### src/rtl/fg_host_pkg.sv
package fg_host_pkg;
  typedef enum logic [1:0] {
    OP_SET  = 2'd0,
    OP_RD   = 2'd1,
    OP_WR   = 2'd2,
    OP_NONE = 2'd3
  } host_op_e;

  typedef enum logic [1:0] {
    ST_IDLE = 2'd0,
    ST_WAIT = 2'd1,
    ST_CAP  = 2'd2,
    ST_RESP = 2'd3
  } host_st_e;

  typedef struct packed {
    logic legal;
    logic is_read;
    logic toggle;
    logic lsb;
  } set_dec_t;
endpackage

### src/rtl/fg_host_decode.sv
module fg_host_decode
  import fg_host_pkg::*;
#(
  parameter int SUB_W = 3
) (
  input  logic [SUB_W-1:0] sub_i,
  input  logic             dual_mode_i,
  output set_dec_t         dec_o
);
  logic is_32, is_dual;

  always_comb begin
    is_32   = (sub_i == SUB_W'(0)) || (sub_i == SUB_W'(3));
    is_dual = (sub_i == SUB_W'(1)) || (sub_i == SUB_W'(2)) ||
              (sub_i == SUB_W'(4)) || (sub_i == SUB_W'(5));
    dec_o.legal   = dual_mode_i ? is_dual : is_32;
    dec_o.is_read = sub_i < SUB_W'(3);
    dec_o.toggle  = is_32;
    dec_o.lsb     = (sub_i == SUB_W'(2)) || (sub_i == SUB_W'(5));
  end
endmodule

### src/rtl/fg_host_pointer.sv
module fg_host_pointer #(
  parameter int ADDR_W = 17
) (
  input  logic              clk_i,
  input  logic              rst_ni,
  input  logic              load_i,
  input  logic [ADDR_W-2:0] load_upper_i,
  input  logic              load_lsb_i,
  input  logic              load_toggle_i,
  input  logic              adv_i,
  output logic [ADDR_W-1:0] ptr_o
);
  localparam int UPPER_W = ADDR_W - 1;

  logic [ADDR_W-1:0] ptr_q;
  logic              toggle_q;
  logic [ADDR_W-1:0] ptr_next;

  always_comb begin
    if (toggle_q) ptr_next = ptr_q + ADDR_W'(1);
    else          ptr_next = {ptr_q[ADDR_W-1:1] + UPPER_W'(1), ptr_q[0]};
  end

  always_ff @(posedge clk_i or negedge rst_ni) begin
    if (!rst_ni) begin
      ptr_q    <= '0;
      toggle_q <= 1'b1;
    end else if (load_i) begin
      ptr_q    <= {load_upper_i, load_lsb_i};
      toggle_q <= load_toggle_i;
    end else if (adv_i) begin
      ptr_q    <= ptr_next;
    end
  end

  assign ptr_o = ptr_q;
endmodule

### src/rtl/fg_mem_arbiter.sv
module fg_mem_arbiter #(
  parameter int ADDR_W = 17,
  parameter int DATA_W = 16
) (
  input  logic              play_req_i,
  input  logic [ADDR_W-1:0] play_addr_i,
  input  logic              host_req_i,
  input  logic              host_we_i,
  input  logic [ADDR_W-1:0] host_addr_i,
  input  logic [DATA_W-1:0] host_wdata_i,
  output logic              play_grant_o,
  output logic              host_grant_o,
  output logic              mem_en_o,
  output logic              mem_we_o,
  output logic [ADDR_W-1:0] mem_addr_o,
  output logic [DATA_W-1:0] mem_wdata_o
);
  always_comb begin
    play_grant_o = play_req_i;
    host_grant_o = host_req_i && !play_req_i;
    mem_en_o     = play_req_i || host_req_i;
    mem_we_o     = host_grant_o && host_we_i;
    mem_addr_o   = play_req_i ? play_addr_i : host_addr_i;
    mem_wdata_o  = host_wdata_i;
  end
endmodule

### src/rtl/fg_host_ptr_ctrl.sv
module fg_host_ptr_ctrl
  import fg_host_pkg::*;
#(
  parameter int ADDR_W = 17,
  parameter int DATA_W = 16,
  parameter int SUB_W  = 3
) (
  input  logic              clk_i,
  input  logic              rst_ni,
  input  logic              dual_mode_i,
  input  logic              cmd_valid_i,
  input  logic [1:0]        cmd_op_i,
  input  logic [SUB_W-1:0]  cmd_sub_i,
  input  logic [DATA_W-1:0] cmd_data_i,
  output logic              cmd_ready_o,
  output logic              cmd_done_o,
  output logic              cmd_ok_o,
  output logic [DATA_W-1:0] cmd_rdata_o,
  input  logic              play_req_i,
  input  logic [ADDR_W-1:0] play_addr_i,
  output logic              play_grant_o,
  output logic              mem_en_o,
  output logic              mem_we_o,
  output logic [ADDR_W-1:0] mem_addr_o,
  output logic [DATA_W-1:0] mem_wdata_o,
  input  logic [DATA_W-1:0] mem_rdata_i
);
  localparam int UPPER_W = ADDR_W - 1;

  host_st_e          st_q;
  host_op_e          op;
  set_dec_t          dec;
  logic              accept;
  logic              we_q;
  logic              ok_q;
  logic [DATA_W-1:0] wdata_q;
  logic [DATA_W-1:0] hreg_q;
  logic [DATA_W-1:0] resp_q;
  logic              ptr_load;
  logic              ptr_adv;
  logic [ADDR_W-1:0] ptr;
  logic              host_req;
  logic              host_grant;

  assign op     = host_op_e'(cmd_op_i);
  assign accept = cmd_valid_i && (st_q == ST_IDLE);

  fg_host_decode #(.SUB_W(SUB_W)) u_decode (
    .sub_i       (cmd_sub_i),
    .dual_mode_i (dual_mode_i),
    .dec_o       (dec)
  );

  assign ptr_load = accept && (op == OP_SET) && dec.legal;
  assign ptr_adv  = ((st_q == ST_WAIT) && host_grant && we_q) || (st_q == ST_CAP);

  fg_host_pointer #(.ADDR_W(ADDR_W)) u_pointer (
    .clk_i         (clk_i),
    .rst_ni        (rst_ni),
    .load_i        (ptr_load),
    .load_upper_i  (cmd_data_i[UPPER_W-1:0]),
    .load_lsb_i    (dec.lsb),
    .load_toggle_i (dec.toggle),
    .adv_i         (ptr_adv),
    .ptr_o         (ptr)
  );

  assign host_req = (st_q == ST_WAIT);

  fg_mem_arbiter #(.ADDR_W(ADDR_W), .DATA_W(DATA_W)) u_arb (
    .play_req_i   (play_req_i),
    .play_addr_i  (play_addr_i),
    .host_req_i   (host_req),
    .host_we_i    (we_q),
    .host_addr_i  (ptr),
    .host_wdata_i (wdata_q),
    .play_grant_o (play_grant_o),
    .host_grant_o (host_grant),
    .mem_en_o     (mem_en_o),
    .mem_we_o     (mem_we_o),
    .mem_addr_o   (mem_addr_o),
    .mem_wdata_o  (mem_wdata_o)
  );

  always_ff @(posedge clk_i or negedge rst_ni) begin
    if (!rst_ni) begin
      st_q    <= ST_IDLE;
      we_q    <= 1'b0;
      ok_q    <= 1'b0;
      wdata_q <= '0;
      hreg_q  <= '0;
      resp_q  <= '0;
    end else begin
      unique case (st_q)
        ST_IDLE: if (accept) begin
          resp_q <= '0;
          ok_q   <= 1'b1;
          unique case (op)
            OP_SET: begin
              we_q <= 1'b0;
              if (!dec.legal)       begin ok_q <= 1'b0; st_q <= ST_RESP; end
              else if (dec.is_read) st_q <= ST_WAIT;
              else                  st_q <= ST_RESP;
            end
            OP_RD: begin
              we_q   <= 1'b0;
              resp_q <= hreg_q;
              st_q   <= ST_WAIT;
            end
            OP_WR: begin
              we_q    <= 1'b1;
              wdata_q <= cmd_data_i;
              st_q    <= ST_WAIT;
            end
            default: begin
              ok_q <= 1'b0;
              st_q <= ST_RESP;
            end
          endcase
        end
        ST_WAIT: if (host_grant) st_q <= we_q ? ST_RESP : ST_CAP;
        ST_CAP: begin
          hreg_q <= mem_rdata_i;
          st_q   <= ST_RESP;
        end
        default: st_q <= ST_IDLE;
      endcase
    end
  end

  assign cmd_ready_o = (st_q == ST_IDLE);
  assign cmd_done_o  = (st_q == ST_RESP);
  assign cmd_ok_o    = cmd_done_o && ok_q;
  assign cmd_rdata_o = resp_q;
endmodule

### config.mk
export PLATFORM = sky130hd
export DESIGN_NAME = fg_host_ptr_ctrl
export DESIGN_NICKNAME = d
export VERILOG_FILES = /design/src/rtl/fg_host_pkg.sv /design/src/rtl/fg_host_decode.sv /design/src/rtl/fg_host_pointer.sv /design/src/rtl/fg_mem_arbiter.sv /design/src/rtl/fg_host_ptr_ctrl.sv
export SDC_FILE = /design/constraint.sdc
export NUM_CORES = 1
export LEC_CHECK = 0
export CORE_MARGIN = 1.5
export CORE_UTILIZATION = 42
export CTS_BUF_LIST = sky130_fd_sc_hd__clkbuf_8
export CTS_CLUSTER_SIZE = 28
export DETAILED_ROUTE_END_ITERATION = 7
export PLACE_DENSITY = 0.81
export SYNTH_ARGS = -nofsm -noshare
export SYNTH_HDL_FRONTEND = slang
export SYNTH_SLANG_ARGS = --single-unit
### constraint.sdc
create_clock -name clk_i -period 2.4 [get_ports clk_i]
set_clock_uncertainty 0.05 [all_clocks]
set_input_delay 0.24 -clock clk_i [delete_from_list [all_inputs] [get_ports clk_i]]
set_output_delay 0.24 -clock clk_i [all_outputs]
set_load 0.05 [all_outputs]
==> summary.md <==
| Metric | Value |
|---|---|
| Synth cell count leaders | `dfrtp_1, nand2_1, mux2_2, o21ai_0, ha_1` |
| Setup TNS Final | `0 ps` |
| Syn nets | `394` |
| Vias post-DR | `2,758` |
| Leak | `0.00210 uW` |
| Worst r2r path cells | `7` |
| Maxcap violations | `0` |
| Max Freq | `0.439 GHz` |
| Clk_lat worst skew | `340 ps` |
| Number of synthesized flops with an enable pin | `0` |
| First-pass GRT wire length | `12,400 um` |
| Post-cts resize count | `0` |
| Final std cells w/o fill | `550` |
| Detailed Route Iter0 Violations | `48` |
| Vias in the first global route | `2,688` |
| Synthesized cell area | `3520 um^2` |
| CP max stage cell | `clkdlybuf4s50_1` |
| Core area | `8180 um^2` |
| Synth top area cells | `dfrtp_1, mux2_2, nand2_1, o21ai_0, ha_1` |
| Starting Density | `43.0%` |
| Initial antenna violation count | `0` |
| Syn_area_per_cell | `10.9 um^2` |
| Worst endpoint data arrival time | `1990 ps` |
| Register area share after synthesis | `49.8%` |
| Nets@finish | `510` |
| IO buf count | `113` |
| H-tree levels | `3` |
| # setup viols final | `0` |
| Status | `finished, final reports clean` |
| Hold Path Class | `input pin to asynchronous set/reset pin` |
| Tmin final | `2280 ps` |
| GPL Wtd Cong | `0.810` |
| Crit-path cells | `inv_1 > ha_1 > clkdlybuf4s50_1` |
| Global route total overflow | `0` |
| Drc violations | `0` |
| FF+latch count, synth | `70` |
| Clk slew on worst S/H paths | `70 ps` |
| Worst-path fanout max | `7` |
| Yosys warnings | `0` |
| Final worst-path cycle share | `94.9%` |
| Detailed-route wire length per cell | `14.2 um` |
| Die ar. | `8930 um^2` |
| Cts hold-fix bufs | `1` |
| Area share of the largest cell type after synthesis | `49.1%` |
| Placed cell count | `533` |
| WP data required | `2110 ps` |
| Post-CTS setup buffer count | `0` |
| Area delta synth->final | `42.1%` |
| Max Slew Vio Count | `0` |
| Critical path class | `flop to primary output` |
| Inserted Clock Buffers | `9` |
| DRT Pass-1 Iters | `4` |
| # rows | `33` |
| Chip height | `94.5 um` |
| CP endpoint kind | `primary output` |
| Cells after synthesis | `324` |
| VDD IR max | `0.740 mV` |
| Via/cell ratio | `5.01` |
| PD cells | `1310 nW/um^2` |
| HPWL after DPL | `5930 um` |
| CTS tree | `built` |
| Count leader, synth | `dfrtp_1` |
| Routed wire length | `7800 um` |
| Placed standard-cell area | `4790 um^2` |
| Clock Path Buffers | `2` |
| Final Hold Viols | `0` |
| Antenna Nets Post-Route | `0` |
| Critical Path Start Type | `flop` |
| Fillers | `680` |
| Actual slew at the worst max-slew pin | `561 ps` |
| Unique masters post-synth | `43` |
| Largest net degree at the start of global routing | `37` |
| Top FF cell, synth | `dfrtp_1` |
| DIE WIDTH | `94.5 um` |
| Asr flop ratio synth | `100%` |
| Share of layout cells above drive strength 1 | `24.0%` |
| Synth area leader | `dfrtp_1` |
| CP peak stage delay | `860 ps` |
| Fin area | `5000 um^2` |
| Clock sinks | `70` |
| RSZ-0062 raised after global routing | `false` |
| Antenna diodes | `0` |
| # IOs | `114` |
| Slew headroom | `62.6%` |
| Gr usage total | `18.1%` |
| CTS Root Cell | `clkbuf_8` |
-- layout by cell type, fill, tap and decap left out, drive strengths merged, types with 2 or more instances in the layout --
cell type      instances
a211oi                 2
a21oi                  5
a31oi                  3
buf                   30
clkbuf                12
clkdlybuf4s50         92
clkinvlp               4
dfrtp                 69
ha                    11
inv                    9
mux2                  54
nand2                 55
nand2b                 2
nand3                  6
nand4                  4
nor2                  10
nor2b                  4
nor3                   2
nor3b                  2
nor4                   2
o21ai                 33
o31ai                  3
xnor2                  8
xor2                   8
-- worst max-delay path: cells and delay by family, from the launching register on --
kind	cells	cell delay, ps
adders and majority gates	1	280
DFF	1	420
buffers and inverters	2	950
-- final timing paths --
path | from | slack (ps) | end
min in group clk_i | cmd_data_i[15] | 430 | u_pointer.ptr_o[16]
worst min register to register | cmd_rdata_o[1] | 430 | cmd_rdata_o[1]
max in group asynchronous | rst_ni | 1380 | u_pointer.ptr_o[5]
worst min-delay path | rst_ni | 320 | wdata_q[14]
worst max-delay path | st_q[0] | 120 | cmd_ready_o
worst max register to register | st_q[1] | 360 | u_pointer.ptr_o[14]
-- sequential cells by signal, indices dropped and copies added (netlist names) --
name                count
st_q                    2
hreg_q                 16
ok_q                    1
u_pointer.ptr_o        17
u_pointer.toggle_q      1
cmd_rdata_o            16
wdata_q                16
we_q                    1
-- cells by family after synthesis --
group	Yosys count	synth area share (%)
AOI/OAI and AO/OA	50	8.29
xor gates and xnor gates	16	3.98
adders and majority gates	11	3.91
buffers and inverters	27	3.42
DFF	70	49.8
muxes	55	17.6
and+or+nand+nor	95	13.0
-- through the flow --
step	setup WS [ps]	power, uW	util (%)	hold WS (ps)
after CTS	97.5	6590	61.1	306
after global routing	4.27	6920	61.1	345
after floorplan	267	4500	-	-106
after global placement	172	5570	58.6	130
final	122	6520	61.1	322
after detailed placement	139	5660	58.6	131
-- layout make-up --
cell class	instances	area [um^2]	share of cell area (%)
tap	105	131	2.63
clock inverter	4	30.0	0.601
multi-input combinational	227	1640	32.9
clock buffer	12	165	3.30
timing repair buffer	123	1240	24.8
sequential	70	1750	35.1
inverter	9	33.8	0.676
-- layer usage --
metal	share of wire, %	GRT usage [%]	vias up
met5	0	0	-
li1	-	-	1349
met3	10	5.56	8
met2	47	31.1	114
met1	42	21.4	1287
met4	1.1	6.47	0
-- power breakdown --
part           switching, uW  internal, uW  total (uW)
registers                430          1750        2180
logic                   2070          1370        3440
clock network            439           459         899
Note: power is estimated with default switching activity, not from simulation.
